### src/rtl/ctxSelPkg.sv
package ctxSelPkg;

  localparam logic [2:0] TAB_CHROMA_DC = 3'd4;

  typedef struct packed {
    logic reqLive;
    logic chromaDc;
    logic leftInt;
    logic upInt;
    logic leftOk;
    logic upOk;
    logic rowRead;
    logic wrCur;
    logic wrRight;
    logic wrRow;
    logic rowCe;
  } ctxStrobe_t;

  typedef struct packed {
    logic [3:0] leftIdx;
    logic [3:0] upIdx;
    logic [1:0] rdX;
    logic [1:0] rdY;
    logic [1:0] wrX;
    logic [1:0] wrY;
  } ctxAddr_t;

  function automatic logic [1:0] blkX(input logic [3:0] b);
    return {b[2], b[0]};
  endfunction

  function automatic logic [1:0] blkY(input logic [3:0] b);
    return {b[3], b[1]};
  endfunction

  function automatic logic [3:0] blkAt(input logic [1:0] x, input logic [1:0] y);
    return {y[1], x[1], y[0], x[0]};
  endfunction

endpackage

### src/rtl/ctxSelCtrl.sv
module ctxSelCtrl
  import ctxSelPkg::*;
(
  input  logic       reqValid,
  input  logic       isChromaDc,
  input  logic [3:0] blkIdx,
  input  logic       leftAvail,
  input  logic       upAvail,
  input  logic       wrEn,
  input  logic [3:0] wrBlk,
  output ctxStrobe_t strobe,
  output ctxAddr_t   addr
);

  logic [1:0] curX, curY, wrX, wrY;
  logic       lumaReq;

  always_comb begin
    curX    = blkX(blkIdx);
    curY    = blkY(blkIdx);
    wrX     = blkX(wrBlk);
    wrY     = blkY(wrBlk);
    lumaReq = reqValid && !isChromaDc;

    strobe.reqLive  = reqValid;
    strobe.chromaDc = reqValid && isChromaDc;
    strobe.leftInt  = (curX != 2'd0);
    strobe.upInt    = (curY != 2'd0);
    strobe.leftOk   = lumaReq && ((curX != 2'd0) || leftAvail);
    strobe.upOk     = lumaReq && ((curY != 2'd0) || upAvail);
    strobe.rowRead  = lumaReq && (curY == 2'd0) && upAvail;
    strobe.wrCur    = wrEn;
    strobe.wrRight  = wrEn && (wrX == 2'd3);
    strobe.wrRow    = wrEn && (wrY == 2'd3);
    strobe.rowCe    = strobe.rowRead || strobe.wrRow;

    addr.leftIdx = blkAt(curX - 2'd1, curY);
    addr.upIdx   = blkAt(curX, curY - 2'd1);
    addr.rdX     = curX;
    addr.rdY     = curY;
    addr.wrX     = wrX;
    addr.wrY     = wrY;
  end

endmodule

### src/rtl/ctxSelDp.sv
module ctxSelDp
  import ctxSelPkg::*;
#(
  parameter int MB_PER_ROW = 22,
  parameter int CNT_W      = 5
) (
  input  logic                          clk,
  input  logic                          rstN,
  input  ctxStrobe_t                    strobe,
  input  ctxAddr_t                      addr,
  input  logic [$clog2(MB_PER_ROW)-1:0] mbCol,
  input  logic [3:0]                    wrBlk,
  input  logic [CNT_W-1:0]              wrCount,
  output logic                          ncValid,
  output logic signed [CNT_W:0]         ncOut,
  output logic [2:0]                    tableSel
);

  localparam int COL_W     = $clog2(MB_PER_ROW);
  localparam int ROW_DEPTH = MB_PER_ROW * 4;
  localparam int BLK_CNT   = 16;
  localparam int EDGE_CNT  = 4;

  logic [CNT_W-1:0] curFile   [BLK_CNT];
  logic [CNT_W-1:0] rightFile [EDGE_CNT];
  logic [CNT_W-1:0] rowMem    [ROW_DEPTH];

  logic [COL_W+1:0] rdRowAddr, wrRowAddr;
  logic [CNT_W-1:0] nA, nB, rowRdData, pick;
  logic [CNT_W:0]   sumAB;
  logic signed [CNT_W:0] ncNext;
  logic [2:0]       tableNext;

  assign rdRowAddr = {mbCol, addr.rdX};
  assign wrRowAddr = {mbCol, addr.wrX};

  // store writes; same-cycle reads see the previous contents
  always_ff @(posedge clk) begin
    if (!rstN) begin
      for (int i = 0; i < BLK_CNT; i++) curFile[i] <= '0;
      for (int i = 0; i < EDGE_CNT; i++) rightFile[i] <= '0;
    end else begin
      if (strobe.wrCur)   curFile[wrBlk]       <= wrCount;
      if (strobe.wrRight) rightFile[addr.wrY]  <= wrCount;
    end
  end

  always_ff @(posedge clk) begin
    if (!rstN) begin
      for (int i = 0; i < ROW_DEPTH; i++) rowMem[i] <= '0;
    end else if (strobe.rowCe && strobe.wrRow) begin
      rowMem[wrRowAddr] <= wrCount;
    end
  end

  always_comb begin
    rowRdData = (strobe.rowCe && strobe.rowRead) ? rowMem[rdRowAddr] : '0;
    nA = strobe.leftInt ? curFile[addr.leftIdx] : rightFile[addr.rdY];
    nB = strobe.upInt   ? curFile[addr.upIdx]   : rowRdData;
    sumAB = {1'b0, nA} + {1'b0, nB} + {{CNT_W{1'b0}}, 1'b1};
    unique case ({strobe.leftOk, strobe.upOk})
      2'b11:   pick = sumAB[CNT_W:1];
      2'b10:   pick = nA;
      2'b01:   pick = nB;
      default: pick = '0;
    endcase

    if (strobe.chromaDc) begin
      ncNext    = '1;
      tableNext = TAB_CHROMA_DC;
    end else begin
      ncNext = $signed({1'b0, pick});
      if (pick < CNT_W'(2))      tableNext = 3'd0;
      else if (pick < CNT_W'(4)) tableNext = 3'd1;
      else if (pick < CNT_W'(8)) tableNext = 3'd2;
      else                       tableNext = 3'd3;
    end
  end

  always_ff @(posedge clk) begin
    if (!rstN) begin
      ncValid  <= 1'b0;
      ncOut    <= '0;
      tableSel <= '0;
    end else begin
      ncValid <= strobe.reqLive;
      if (strobe.reqLive) begin
        ncOut    <= ncNext;
        tableSel <= tableNext;
      end
    end
  end

endmodule

### src/rtl/ctxSel.sv
module ctxSel
  import ctxSelPkg::*;
#(
  parameter int MB_PER_ROW = 22,
  parameter int CNT_W      = 5
) (
  input  logic                          clk,
  input  logic                          rstN,
  input  logic                          reqValid,
  input  logic                          isChromaDc,
  input  logic [3:0]                    blkIdx,
  input  logic [$clog2(MB_PER_ROW)-1:0] mbCol,
  input  logic                          leftAvail,
  input  logic                          upAvail,
  input  logic                          wrEn,
  input  logic [3:0]                    wrBlk,
  input  logic [CNT_W-1:0]              wrCount,
  output logic                          ncValid,
  output logic signed [CNT_W:0]         ncOut,
  output logic [2:0]                    tableSel,
  output logic                          rowMemActive
);

  ctxStrobe_t strobe;
  ctxAddr_t   addr;

  ctxSelCtrl ctrl_i (
    .reqValid   (reqValid),
    .isChromaDc (isChromaDc),
    .blkIdx     (blkIdx),
    .leftAvail  (leftAvail),
    .upAvail    (upAvail),
    .wrEn       (wrEn),
    .wrBlk      (wrBlk),
    .strobe     (strobe),
    .addr       (addr)
  );

  ctxSelDp #(.MB_PER_ROW(MB_PER_ROW), .CNT_W(CNT_W)) dp_i (
    .clk      (clk),
    .rstN     (rstN),
    .strobe   (strobe),
    .addr     (addr),
    .mbCol    (mbCol),
    .wrBlk    (wrBlk),
    .wrCount  (wrCount),
    .ncValid  (ncValid),
    .ncOut    (ncOut),
    .tableSel (tableSel)
  );

  assign rowMemActive = strobe.rowCe;

endmodule

### config.mk
export PLATFORM = sky130hd
export DESIGN_NAME = ctxSel
export DESIGN_NICKNAME = d
export VERILOG_FILES = /design/src/rtl/ctxSelPkg.sv /design/src/rtl/ctxSelCtrl.sv /design/src/rtl/ctxSelDp.sv /design/src/rtl/ctxSel.sv
export SDC_FILE = /design/constraint.sdc
export NUM_CORES = 1
export LEC_CHECK = 0
export BUFFER_PORTS_ARGS = -buffer_cell sky130_fd_sc_hd__buf_2
export CAP_MARGIN = 30
export CORE_ASPECT_RATIO = 1.2
export CORE_MARGIN = 4
export CORE_UTILIZATION = 35
export CTS_CLUSTER_DIAMETER = 120
export DETAILED_ROUTE_END_ITERATION = 10
export PLACE_DENSITY_LB_ADDON = 0.15
export SETUP_SLACK_MARGIN = 0.15
export SLEW_MARGIN = 25
export SYNTH_ARGS = -nofsm -noshare
export SYNTH_HDL_FRONTEND = slang
export SYNTH_HIERARCHICAL = 1
export SYNTH_SLANG_ARGS = --single-unit
export TNS_END_PERCENT = 50
### constraint.sdc
create_clock -name clk -period 15.25 [get_ports clk]
set_input_delay 3.05 -clock clk [delete_from_list [all_inputs] [get_ports clk]]
set_output_delay 3.05 -clock clk [all_outputs]
set_load 0.01 [all_outputs]
Yosys cells after proc, flatten, opt, wreduce, memory -nomap -nowiden. Memories as Yosys holds them, arrays and structs flattened. Cells that the tools add are included.

Bits in registers: 10. Bits in writable memories: 540. Bits of input ports: 25. Output and inout bits: 11. Word-level logic and storage cells: 66. Memories kept: 3.

$add $sub $neg: 4. $lt $le $gt $ge: 3. Equal/unequal tests: 5. Mux-type cells: 28. Reduce and logical (&&, ||, !) cells: 20.

Memory list: dp_i.rowMem (depth 88, bits a word 5, rd ports 1, clocked after Yosys merged registers in 0, write ports 88, RTL line ctxSelDp.sv:26) `logic [CNT_W-1:0] rowMem [ROW_DEPTH];`; dp_i.curFile (depth 16, bits a word 5, rd ports 2, clocked after Yosys merged registers in 0, write ports 16, RTL line ctxSelDp.sv:24) `logic [CNT_W-1:0] curFile [BLK_CNT];`; dp_i.rightFile (depth 4, bits a word 5, rd ports 1, clocked after Yosys merged registers in 0, write ports 4, RTL line ctxSelDp.sv:25) `logic [CNT_W-1:0] rightFile [EDGE_CNT];`.

Operators with widths (number): $mux 5 (6); $pmux 5 s3 (1); $reduce_or 5->1 (3); $mux 1 (14); $logic_and 1x1->1 (10); $mux 3 (3); $eq 2x2->1 const B (4); $mux 7 (1); $add 5x5->6 (1); $add 6x1->6 const B (1); $mux 6 (1); $lt 5x2->1 const B (1); $lt 5x3->1 const B (1); $lt 5x4->1 const B (1); $mux 4 (1); $reduce_bool 2->1 (2); $sub 2x1->2 const B (2); $logic_or 1x1->1 (3); $eq 2x1->1 const B (1); $logic_not 2->1 (1); $mux 2 (1); $logic_not 1->1 (1).

Logic depth before layout (Yosys ltp). Gate-level depths: netlist of run 1.

Depth after elaboration: 16. Depth in mapped cells: 22. Gate-level depth less buffers: 20.

Modules after synthesis. Netlist of run 1, hierarchy kept.

Modules (own cells, without submodules): ctxSelDp (instances 1, cells an instance 2295, area an instance 34939.8 µm², seq. area each 22401.5 µm²); ctxSelCtrl (instances 1, cells an instance 34, area an instance 220.2 µm², seq. area each 0.0 µm²).

Worst setup path before layout of run 1. Ideal clock, no wire load.

Path kind: input-to-reg. Start: input blkIdx[0]. End: register dp_i.tableSel[1]. Setup time: 0.115 ns. Arrival time: 7.159 ns. Required time: 15.135 ns. Setup slack: 7.975 ns. Stages on the path: 20. Buffers on the path: 4. Path through: buf_4 buf_6 buf_4 buf_2 mux4_2 mux4_2 a21oi_1 mux4_2 nor2_1 or2_2 fa_1 a21o_1 a21oi_1 xor2_1 nand2_1 o211a_1 a31oi_1 nand3_2 nand3b_1 a31o_1.

Cells in the longest elaborated chain, start to end: 10. Elaborated cells between the ends (all ways): 20. Those cells by class: add/sub: 3; order compare: 2; eq/ne: 3; mux: 7; reduce/logical: 3; memory: 2.

Ends and longest elaborated chain: start, declared (RTL line ctxSel.sv:11) `input logic [3:0] blkIdx,`; $mem_v2 88x5 or $sub 2x1->2 (tied branches); $mux 5 or $mem_v2 16x5 (tied branches); $mux 5 (on tied branches) (RTL line ctxSelDp.sv:59, ctxSelDp.sv:58); $add 5x5->6 (RTL line ctxSelDp.sv:60) `sumAB = {1'b0, nA} + {1'b0, nB} + {{CNT_W{1'b0}}, 1'b1};`; $add 6x1->6 (RTL line ctxSelDp.sv:60); $pmux 5 s3 * (RTL line ctxSelDp.sv:61) `unique case ({strobe.leftOk, strobe.upOk})`; $lt 5x3->1 (RTL line ctxSelDp.sv:74) `else if (pick < CNT_W'(4)) tableNext = 3'd1;`; $mux 3 (RTL line ctxSelDp.sv:74); $mux 3 * (RTL line ctxSelDp.sv:73) `if (pick < CNT_W'(2)) tableNext = 3'd0;`; $mux 3 * (RTL line ctxSelDp.sv:68) `if (strobe.chromaDc) begin`; end signal, assigned (RTL line ctxSelDp.sv:89) `tableSel <= tableNext;`; end, declared (RTL line ctxSelDp.sv:16) `output logic [2:0] tableSel`.

Every way passes the cells marked *; elsewhere a longest branch is shown, timed or not. A chain may end at the register's enable or synchronous reset.

==> results.py, run 1 <==
metrics = {
    "status": {
        "outcome": "finished, final reports clean",
    },
    "synthesis": {
        "synth_area_leaders": "edfxtp_1 (63%), mux4_2 (14%), and3_1 (7.3%)",
        "ys_types": 69,
        "synth-simple-area-share_pct": 14.2,
        "synth-edff-count": 740,
        "syn_area_um2": 35200,
        "yosysTopAreaCell": "edfxtp_1",
        "synth-adder-area-share_pct": 0.270,
        "synth-compound-area-share_pct": 2.02,
        "synth_top_family_by_area": "multiplexers",
        "synthArstFlopShare_pct": 0,
        "ys.warnings.count": 6,
        "ys_ff_latch": 749,
        "ys.flop_type": "edfxtp_1",
        "syn_inst": 2329,
        "synthMuxAreaShare_pct": 16.3,
        "syn_nets": 2361,
        "yosysSeqAreaShare_pct": 63.7,
        "avgSynthCellArea_um2": 15.1,
        "synth_xor_area_share_pct": 0.0498,
        "synth_top_area_share_pct": 63.2,
    },
    "place": {
        "dp_hpwl_um": 59900,
        "place.gp.congestion": 0.820,
        "io_buffers": 35,
        "dp_cells": 3434,
    },
    "finish": {
        "nNetsFinal": 2260,
        "multi_input_area_um2": 11600,
        "fill_cells": 9191,
        "fin_cells": 3584,
        "antenna_cells": 0,
        "regArea_um2": 22400,
        "area_growth_pct": 10.5,
        "drive_above_1_share_pct": 19.8,
    },
    "floorplanning": {
        "ios": 36,
        "die_w_um": 297,
        "coreArea_um2": 99800,
        "initial_core_util_pct": 35.2,
        "die-area_um2": 106000,
        "die_y_um": 355,
        "fp-row-count": 127,
    },
    "sta": {
        "hold_violations": 0,
        "fin_crit_sh_pct": 54.9,
        "maxSlewViolCount": 0,
        "rsz0062_at_grt": "false",
        "maxSlewHeadroom_pct": 29.0,
        "tightest_slew_ps": 1050,
        "fin_crit_ps": 8370,
        "finalClockSkew_ps": 19.3,
        "clock.fmax_mhz": 119,
        "tns_ps": 0,
        "setup_viol": 0,
    },
    "min_path": {
        "hold_path_class": "flop to flop",
        "hold_depth": 2,
    },
    "cts": {
        "cts.sinks": 749,
        "postCtsHoldBufs": 0,
        "cts_root_buf": "clkbuf_16",
        "cts_resized": 0,
        "cts_tree": "yes",
        "h-tree-depth": 3,
        "post_cts_buffers": 0,
        "clock_latency_ps": 630,
        "clk_pin_slew_ps": 60,
        "cts-buffers-inserted": 81,
        "cts_max_path_buffers": 3,
    },
    "critical_path": {
        "crit_buf_inv": 3,
        "crit_chain": "buf_2 > inv_1 > ha_1 > and4b_1 > or2_1 > buf_2",
        "crit_top_cell": "buf_2",
        "arrival_ps": 5320,
        "path_depth": 6,
        "critical_path.endpoint": "rowMemActive",
        "end_kind": "primary output",
        "reg2reg_from": "dp_i/rowMem[63][1]$_SDFFCE_PN0P_",
        "max_stage_delay_ps": 600,
        "worstSetupPathType": "primary input to primary output",
        "worst_path_max_delay_cell": "inv_1",
        "cp_max_fo": 26,
        "cp-startpoint": "blkIdx[1]",
        "r2r_cells": 17,
        "path_delay_family": "buffers and inverters",
        "rrSetupSlack_ps": 10580,
        "cp.required_ps": 12200,
        "cp-start-kind": "primary input",
        "reg2reg_to": "dp_i/tableSel[1]$_SDFFE_PN0P_",
    },
    "route": {
        "vias": 19800,
        "drt-initial-drc-count": 1576,
        "wl_met3_um": 4030,
        "routed-wl-met2_um": 50100,
        "post-route-drc-count": 0,
        "routedWlPerCell_um": 26.9,
        "routed_wl_um": 96400,
        "dr.pass1.iters": 5,
        "postRouteAntennaNets": 0,
        "highest_layer": "met4",
        "wl_met1_um": 40100,
        "via_per_inst": 5.52,
    },
    "grt": {
        "grt_max_degree": 114,
        "grt_pass1_vias": 20500,
        "grt_pass1_wl_um": 143000,
        "grt_antenna_before_repair": 2,
        "grt_remaining_overflow": 0,
        "grt.total_usage_pct": 18.1,
    },
    "power": {
        "power_density_nw_per_um2": 121,
        "vdd_drop_max_v": 0.0000660,
        "p_leak_nw": 14.2,
    },
    "run": {
        "maxCapViolations": 0,
    },
}
## where the power goes
group / internal (mW) / switching, mW
sequential: 2.34 / 0.0258
clock: 1.13 / 0.814
combinational: 0.143 / 0.231
total: 3.61 / 1.07
## how the worst min path moves through the flow
stage	start	endpoint	slack [ps]
2_1_floorplan	dp_i/ncOut[2]$_SDFFE_PN0P_	dp_i/ncOut[2]$_SDFFE_PN0P_	540
3_3_place_gp	dp_i/ncOut[5]$_SDFFE_PN0P_	dp_i/ncOut[5]$_SDFFE_PN0P_	510
3_5_place_dp	dp_i/ncOut[1]$_SDFFE_PN0P_	dp_i/ncOut[1]$_SDFFE_PN0P_	520
4_1_cts	dp_i/ncOut[5]$_SDFFE_PN0P_	dp_i/ncOut[5]$_SDFFE_PN0P_	540
5_1_grt	dp_i/ncOut[0]$_SDFFE_PN0P_	dp_i/ncOut[0]$_SDFFE_PN0P_	560
6_report	dp_i/ncOut[5]$_SDFFE_PN0P_	dp_i/ncOut[5]$_SDFFE_PN0P_	530
## per-stage QoR
stage          hold WS, ps  util (%)  total power [mW]  setup slack [ps]  instance area (um^2)
6_report               532      38.9              4.68              6880                 38900
5_1_grt                561      38.9              4.85              6750                 38900
4_1_cts                539      38.9              4.74              6900                 38800
3_5_place_dp           520      36.3              2.79              6590                 36200
3_3_place_gp           509      36.2              2.78              6560                 36200
2_1_floorplan          540         -              2.64              7980                 35200
## cells by family (layout without fill, tap and decap cells)
| group | after synthesis | in the layout |
|---|---|---|
| XOR/XNOR | 2 | 2 |
| multiplexers | 277 | 277 |
| flip-flops | 749 | 749 |
| buffers and inverters | 278 | 243 |
| adder cells (fa/ha/maj) | 7 | 7 |
| AO/OA/AOI/OAI | 107 | 107 |
| AND/OR/NAND/NOR | 909 | 909 |
## metal layers
layer | GRT usage [%] | vias up
met5 | 0 | -
met4 | 4.76 | 0
met3 | 2.05 | 117
met2 | 32.4 | 473
met1 | 23.6 | 10400
li1 | - | 8769
## cells in the final DEF (no fill, tap or decap), types with 7 or more instances in the layout
cell type and count:
mux4_1 7, a21oi_1 13, nor2b_1 8, nor2_1 79, o22ai_1 11, nand3_1 14
buf_2 28, buf_4 42, clkinv_1 14, o21ai_0 33, clkbuf_16 84, nor2_2 9
inv_1 15, nor3_1 7, a31oi_1 11, and3_1 409, mux2i_1 33, clkbuf_1 26
clkinv_2 12, mux2_2 12, and2_1 140, nand2_1 191, edfxtp_1 740, dfxtp_1 9
bufinv_16 7, nand2b_1 14, mux4_2 225
## sequential cells by signal, indices dropped and copies added, names as in the netlist
register and count:
dp_i/curFile 80, dp_i/ncOut 6, dp_i/ncValid 1, dp_i/rightFile 20, dp_i/rowMem 640, dp_i/tableSel 2
## tightest hold or removal path, stage by stage, from the launching register on
cell     delay (ps)
dfxtp_1         310
mux2i_1         120
nor2b_1          50
## cell type report
| class | instances | area share, % |
|---|---|---|
| timing repair buffer | 77 | 1.48 |
| clock inverter | 39 | 1.05 |
| inverter | 17 | 0.164 |
| multi-input combinational | 1302 | 29.8 |
| tap | 1290 | 4.15 |
| clock buffer | 110 | 5.66 |
| sequential | 749 | 57.7 |
## synthesized netlist by cell type, types with 3 or more instances
master,number
edfxtp_1,740
and3_1,409
mux4_2,225
clkbuf_1,192
nand2_1,191
and2_1,140
nor2_1,94
buf_4,34
mux2i_1,33
o21ai_0,33
buf_2,20
inv_1,16
nand2b_1,14
nand3_1,14
a21oi_1,13
mux2_2,12
a31oi_1,11
buf_1,11
o22ai_1,11
dfxtp_1,9
nor3_1,9
nor2b_1,8
mux4_1,7
ha_1,6
o221ai_1,6
or2_2,6
or3_1,5
a22oi_1,4
nand3b_1,4
nand4_1,3
nor3b_1,3
o211ai_1,3
No activity file was read; power rests on OpenSTA's default activity.
==> inputs of run 2 (changes only) <==
--- a/config.mk
+++ b/config.mk
@@ -5,6 +5,7 @@
 export SDC_FILE = /design/constraint.sdc
 export NUM_CORES = 1
 export LEC_CHECK = 0
+export ABC_AREA = 1
 export BUFFER_PORTS_ARGS = -buffer_cell sky130_fd_sc_hd__buf_2
 export CAP_MARGIN = 30
 export CORE_ASPECT_RATIO = 1.2
==> constraint.sdc (replaced) <==
create_clock -name clk -period 8.26 [get_ports clk]
set_input_delay 1.652 -clock clk [delete_from_list [all_inputs] [get_ports clk]]
set_output_delay 1.652 -clock clk [all_outputs]
set_load 0.01 [all_outputs]
==> results.py, run 2 <==
metrics = {
    "synthesis": {
        "synth-edff-count": 740,
        "synth_top_area_share_pct": 64.0,
        "synth-simple-area-share_pct": 20.2,
        "syn_nets": 3565,
        "ys_ff_latch": 749,
        "syn_inst": 3533,
        "synth_area_leaders": "edfxtp_1 (64%), nor2_1 (12%), nand2_1 (6.0%)",
        "synth_top_family_by_area": "simple AND/OR/NAND/NOR gates",
        "syn_area_um2": 34700,
        "synthArstFlopShare_pct": 0,
        "ys.flop_type": "edfxtp_1",
        "yosysMostFrequentCell": "nor2_1",
        "synth-adder-area-share_pct": 0.274,
        "yosysSeqAreaShare_pct": 64.6,
        "ys.warnings.count": 6,
        "synth_xor_area_share_pct": 0,
        "yosysTopAreaCell": "edfxtp_1",
        "avgSynthCellArea_um2": 9.82,
        "synthTopCellsByCount": "nor2_1 (1,087), edfxtp_1 (740), nand2_1 (557)",
        "ys_types": 35,
        "synth-compound-area-share_pct": 9.84,
        "synthMuxAreaShare_pct": 0,
    },
    "cts": {
        "cts_max_path_buffers": 3,
        "cts_root_buf": "clkbuf_16",
        "cts_tree": "yes",
        "cts_resized": 0,
        "post_cts_buffers": 0,
        "postCtsHoldBufs": 0,
        "h-tree-depth": 3,
        "clk_pin_slew_ps": 50,
        "clock_latency_ps": 640,
        "cts.sinks": 749,
        "cts-buffers-inserted": 81,
    },
    "floorplanning": {
        "coreArea_um2": 98400,
        "fp-row-count": 126,
        "die_y_um": 353,
        "initial_core_util_pct": 35.3,
        "die-area_um2": 104000,
        "ios": 36,
        "die_w_um": 295,
    },
    "sta": {
        "fin_crit_sh_pct": 66.2,
        "clock.fmax_mhz": 183,
        "finalClockSkew_ps": 21.7,
        "whs_ps": 467,
        "maxSlewHeadroom_pct": 35.3,
        "fin_crit_ps": 5470,
        "setup_viol": 0,
        "tightest_slew_ps": 970,
        "tns_ps": 0,
        "maxSlewViolCount": 0,
        "rsz0062_at_grt": "false",
        "setup_ws_ps": 2790,
        "hold_violations": 0,
    },
    "finish": {
        "largestRegisters": "dp_i/rowMem x640, dp_i/curFile x80, dp_i/rightFile x20",
        "regArea_um2": 22400,
        "fin_area_um2": 38400,
        "final_common_cell": "nor2_1",
        "antenna_cells": 0,
        "most-common-layout-cells": "nor2_1 (1,082), edfxtp_1 (740), nand2_1 (557)",
        "nNetsFinal": 3483,
        "regMostFlops": "dp_i/rowMem",
        "drive_above_1_share_pct": 6.06,
        "fin_cells": 4796,
        "area_growth_pct": 10.6,
        "fill_cells": 9792,
        "fin_util_pct": 39.0,
        "multi_input_area_um2": 10500,
        "largest_reg_flops": 640,
    },
    "route": {
        "drt-initial-drc-count": 1917,
        "dr.pass1.iters": 5,
        "via_per_inst": 5.24,
        "postRouteAntennaNets": 0,
        "routed_wl_um": 105000,
        "vias": 25200,
        "post-route-drc-count": 0,
        "routedWlPerCell_um": 21.9,
    },
    "power": {
        "power_density_nw_per_um2": 227,
        "switching_power_mw": 2.11,
        "clock_power_share_pct": 41.7,
        "power_frac_seq_pct": 50.2,
        "p_leak_nw": 14.0,
        "combPwrFrac_pct": 8.1,
        "power_switching_share_pct": 24.3,
        "internal-power_mw": 6.59,
        "vdd_drop_max_v": 0.000133,
        "finalPower_mw": 8.70,
    },
    "place": {
        "io_buffers": 35,
        "dp_hpwl_um": 65200,
        "place_ws_ps": 2220,
        "dp_cells": 4647,
        "placed_area_um2": 35700,
        "place.gp.congestion": 0.893,
    },
    "critical_path": {
        "path_delay_family": "simple AND/OR/NAND/NOR gates",
        "rrSetupSlack_ps": 4820,
        "reg2reg_to": "dp_i/tableSel[1]$_SDFFE_PN0P_",
        "worstSetupPathType": "primary input to flop",
        "cp_max_fo": 130,
        "crit_chain": "buf_8 > inv_8 > buf_4 > o21ai_0 > o22ai_1 > o211ai_1 > nand2_1 > nor2_1 > nor2_1 > nor2_1 > nand2_1 > nand2_1 > o21ai_1 > fa_1 > nand2_1 > nand2_1 > a21oi_1 > nand2_1 > nand3_1 > nand3_1 > nor2_1 > nand3_1 > nand2_1 > a21oi_1",
        "cp-startpoint": "blkIdx[0]",
        "cp-start-kind": "primary input",
        "r2r_cells": 23,
        "end_kind": "flop",
        "arrival_ps": 5990,
        "cp.required_ps": 8790,
        "max_stage_delay_ps": 480,
        "crit_buf_inv": 3,
        "worst_path_max_delay_cell": "buf_8",
        "reg2reg_from": "dp_i/rowMem[108][1]$_DFFE_PP_",
        "crit_top_cell": "nand2_1",
    },
    "min_path": {
        "min_to": "dp_i/ncOut[0]$_SDFFE_PN0P_",
        "hold_path_class": "flop to flop",
        "holdCritStartpoint": "dp_i/ncOut[0]$_SDFFE_PN0P_",
        "hold_depth": 2,
    },
    "grt": {
        "grt_pass1_vias": 25000,
        "grt.total_usage_pct": 19.9,
        "grt_remaining_overflow": 0,
        "grt_antenna_before_repair": 0,
        "grt_pass1_wl_um": 158000,
        "grt_max_degree": 149,
    },
    "status": {
        "outcome": "finished, final reports clean",
    },
    "run": {
        "maxCapViolations": 0,
    },
}
==> run 2: cell types whose count changed after synthesis, sizes merged, moves of 141 or more <==
cell,before,now
o21ai,35,343
nand2,191,558
mux4,232,0
nor2,94,1087
and2,141,0
and3,409,0
==> run 2: kinds of logic after synthesis <==
kind of cell               after synthesis
AOI/OAI and AO/OA                      585
adders and majority gates                7
buffers and inverters                  384
DFF                                    749
and+or+nand+nor                       1808
==> run 2: metal layers <==
| layer | global-route usage [%] | wire length (um) | up-vias |
|---|---|---|---|
| met3 | 2.35 | 4510 | 177 |
| met5 | 0 | 0 | - |
| met1 | 25.8 | 44800 | 12400 |
| met2 | 34.3 | 52200 | 654 |
| li1 | - | - | 11900 |
| met4 | 7.13 | 3650 | 0 |
==> run 2: cell type report <==
cell class	instances	share of cell area, %
multi-input cells	2400	27.5
clock inverters	48	1.25
repair buffers	79	1.73
flip-flops and latches	749	58.4
well taps	1280	4.17
inverters	140	1.42
clock buffers	100	5.58
==> run 2: how the worst max path moves through the flow <==
stage	endpoint	slack [ps]	cells past startpoint
final	dp_i/tableSel[1]$_SDFFE_PN0P_	2790	24
after global routing	dp_i/tableSel[0]$_SDFFE_PN0P_	2380	24
after CTS	dp_i/tableSel[1]$_SDFFE_PN0P_	2890	26
after detailed placement	dp_i/tableSel[1]$_SDFFE_PN0P_	2220	24
after global placement	dp_i/tableSel[1]$_SDFFE_PN0P_	2240	24
after floorplan	dp_i/tableSel[1]$_SDFFE_PN0P_	3850	26
==> run 2: tightest hold or removal path: stages (launching register included) <==
cell	delay, ps
dfxtp_1	310
nand2_1	60
a21oi_1	50
==> run 2: power groups by stage <==
stage	Combinational, mW	Sequential (mW)	Clock, mW
detailed placement	0.709	4.44	0
finish	0.705	4.36	3.63
floorplan	0.459	4.42	0
global route	0.777	4.37	3.87
CTS	0.711	4.36	3.72
global placement	0.702	4.44	0
==> inputs of run 3 (changes only) <==
==> constraint.sdc (replaced) <==
create_clock -name clk -period 4.5 [get_ports clk]
set_input_delay 0.9 -clock clk [delete_from_list [all_inputs] [get_ports clk]]
set_output_delay 0.9 -clock clk [all_outputs]
set_load 0.01 [all_outputs]
==> results.py, run 3 (synthesis results as in run 2) <==
metrics = {
    "status": {
        "outcome": "finished, final reports clean",
    },
    "cts": {
        "cts_resized": 0,
        "h-tree-depth": 3,
        "cts_tree": "yes",
        "postCtsHoldBufs": 0,
        "cts.sinks": 749,
        "clk_pin_slew_ps": 60,
        "post_cts_buffers": 0,
        "cts_max_path_buffers": 3,
        "clock_latency_ps": 640,
        "cts_root_buf": "clkbuf_16",
        "cts-buffers-inserted": 80,
    },
    "finish": {
        "final_common_cell": "nor2_1",
        "area_growth_pct": 12.6,
        "fill_cells": 9813,
        "regMostFlops": "dp_i/rowMem",
        "drive_above_1_share_pct": 8.16,
        "nNetsFinal": 3569,
        "antenna_cells": 0,
        "multi_input_area_um2": 10500,
        "fin_area_um2": 39100,
        "fin_util_pct": 39.7,
        "fin_cells": 4881,
        "most-common-layout-cells": "nor2_1 (1,082), edfxtp_1 (740), nand2_1 (557)",
        "largestRegisters": "dp_i/rowMem x640, dp_i/curFile x80, dp_i/rightFile x20",
        "largest_reg_flops": 640,
        "regArea_um2": 22400,
    },
    "floorplanning": {
        "die-area_um2": 104000,
        "die_y_um": 353,
        "fp-row-count": 126,
        "initial_core_util_pct": 35.3,
        "die_w_um": 295,
        "coreArea_um2": 98400,
        "ios": 36,
    },
    "route": {
        "post-route-drc-count": 0,
        "routed_wl_um": 108000,
        "routedWlPerCell_um": 22.1,
        "via_per_inst": 5.24,
        "vias": 25600,
        "drt-initial-drc-count": 2077,
        "dr.pass1.iters": 5,
        "postRouteAntennaNets": 0,
    },
    "power": {
        "switching_power_mw": 3.85,
        "power_frac_seq_pct": 51.4,
        "power_switching_share_pct": 24.7,
        "clock_power_share_pct": 39.6,
        "power_density_nw_per_um2": 399,
        "internal-power_mw": 11.7,
        "combPwrFrac_pct": 9.0,
        "vdd_drop_max_v": 0.000268,
        "finalPower_mw": 15.6,
        "p_leak_nw": 14.4,
    },
    "sta": {
        "setup_viol": 0,
        "fin_crit_ps": 3800,
        "setup_ws_ps": 698,
        "rsz0062_at_grt": "false",
        "whs_ps": 462,
        "tns_ps": 0,
        "hold_violations": 0,
        "fin_crit_sh_pct": 84.5,
        "finalClockSkew_ps": 27.3,
        "tightest_slew_ps": 994,
        "maxSlewViolCount": 0,
        "maxSlewHeadroom_pct": 33.7,
        "clock.fmax_mhz": 263,
    },
    "min_path": {
        "hold_path_class": "flop to flop",
        "holdCritStartpoint": "dp_i/ncOut[0]$_SDFFE_PN0P_",
    },
    "place": {
        "io_buffers": 35,
        "dp_hpwl_um": 70100,
        "dp_cells": 4735,
        "placed_area_um2": 36700,
        "place.gp.congestion": 0.870,
        "place_ws_ps": 128,
    },
    "critical_path": {
        "path_delay_family": "simple AND/OR/NAND/NOR gates",
        "end_kind": "flop",
        "cp_max_fo": 58,
        "cp-start-kind": "primary input",
        "crit_top_cell": "nand2_1",
        "max_stage_delay_ps": 350,
        "worst_path_max_delay_cell": "nor2_1",
        "crit_chain": "clkbuf_8 > buf_12 > buf_12 > o21ai_0 > o211ai_1 > o211ai_1 > nand2_1 > nor2_1 > nor2_1 > nor2_1 > nand2_1 > nand2_1 > nand2_2 > ha_1 > a21oi_1 > nor3_1 > a211oi_1 > nand2_1 > nand2_1 > nand2_1 > nor2_1 > nand3_1 > nand2_1 > a21oi_1",
        "arrival_ps": 4310,
        "reg2reg_from": "dp_i/rowMem[108][1]$_DFFE_PP_",
        "crit_buf_inv": 3,
        "cp-startpoint": "blkIdx[2]",
        "worstSetupPathType": "primary input to flop",
        "cp.required_ps": 5010,
        "rrSetupSlack_ps": 1190,
    },
    "grt": {
        "grt_pass1_wl_um": 161000,
        "grt.total_usage_pct": 20.4,
        "grt_remaining_overflow": 0,
        "grt_pass1_vias": 25400,
        "grt_max_degree": 118,
        "grt_antenna_before_repair": 0,
    },
    "run": {
        "maxCapViolations": 0,
    },
}
run 3: cell types whose count changed in the layout (fill, tap and decap cells not counted), sizes merged:
cell      change
buf          +87
clkinv       +17
clkbuf       -10
bufinv        -5
clkinvlp      -2
inv           -2
run 3: area by class of cell:
cell class,instances,share of cell area (%)
clock buffers,90,5.22
clock inverters,56,0.919
inverters,140,1.40
multi-input cells,2400,26.9
flip-flops and latches,749,57.3
well taps,1280,4.10
repair buffers,166,4.11
run 3: power by group through the flow:
| stage | clock network (mW) | logic (mW) | registers (mW) |
|---|---|---|---|
| final | 6.18 | 1.40 | 8.02 |
| after global routing | 6.62 | 1.53 | 8.04 |
| after CTS | 6.34 | 1.41 | 8.02 |
| after detailed placement | 0 | 1.40 | 8.17 |
| after global placement | 0 | 1.41 | 8.16 |
| after floorplan | 0 | 0.843 | 8.11 |
run 3: final timing paths:
path,cells past startpoint,endpoint
setup / recovery,24,dp_i/tableSel[1]$_SDFFE_PN0P_
hold / removal,2,dp_i/ncOut[0]$_SDFFE_PN0P_
setup reg to reg,23,dp_i/tableSel[1]$_SDFFE_PN0P_
hold reg to reg,2,dp_i/ncOut[0]$_SDFFE_PN0P_
run 3: worst register-to-register path, stage by stage (launching register included):
cell and delay, ps:
edfxtp_1 360, nor2_1 90, nor2_1 40, o21ai_0 90, o21ai_0 170, o211ai_1 290
nand2_1 90, nor2_1 230, nor2_1 70, nor2_1 100, nand2_1 130, nand2_1 90
o21ai_1 100, fa_1 430, nand2_1 100, nand2_1 60, a21oi_1 150, nand2_1 70
nand3_1 80, nand3_1 100, nor2_1 150, nand3_1 90, nand2_1 70, a21oi_1 50
run 3: per-layer routing:
metal	global-route usage [%]	share of wire, %
met1	25.9	41
met2	35.6	50
met3	2.25	4.9
met4	7.75	3.7
met5	0	0
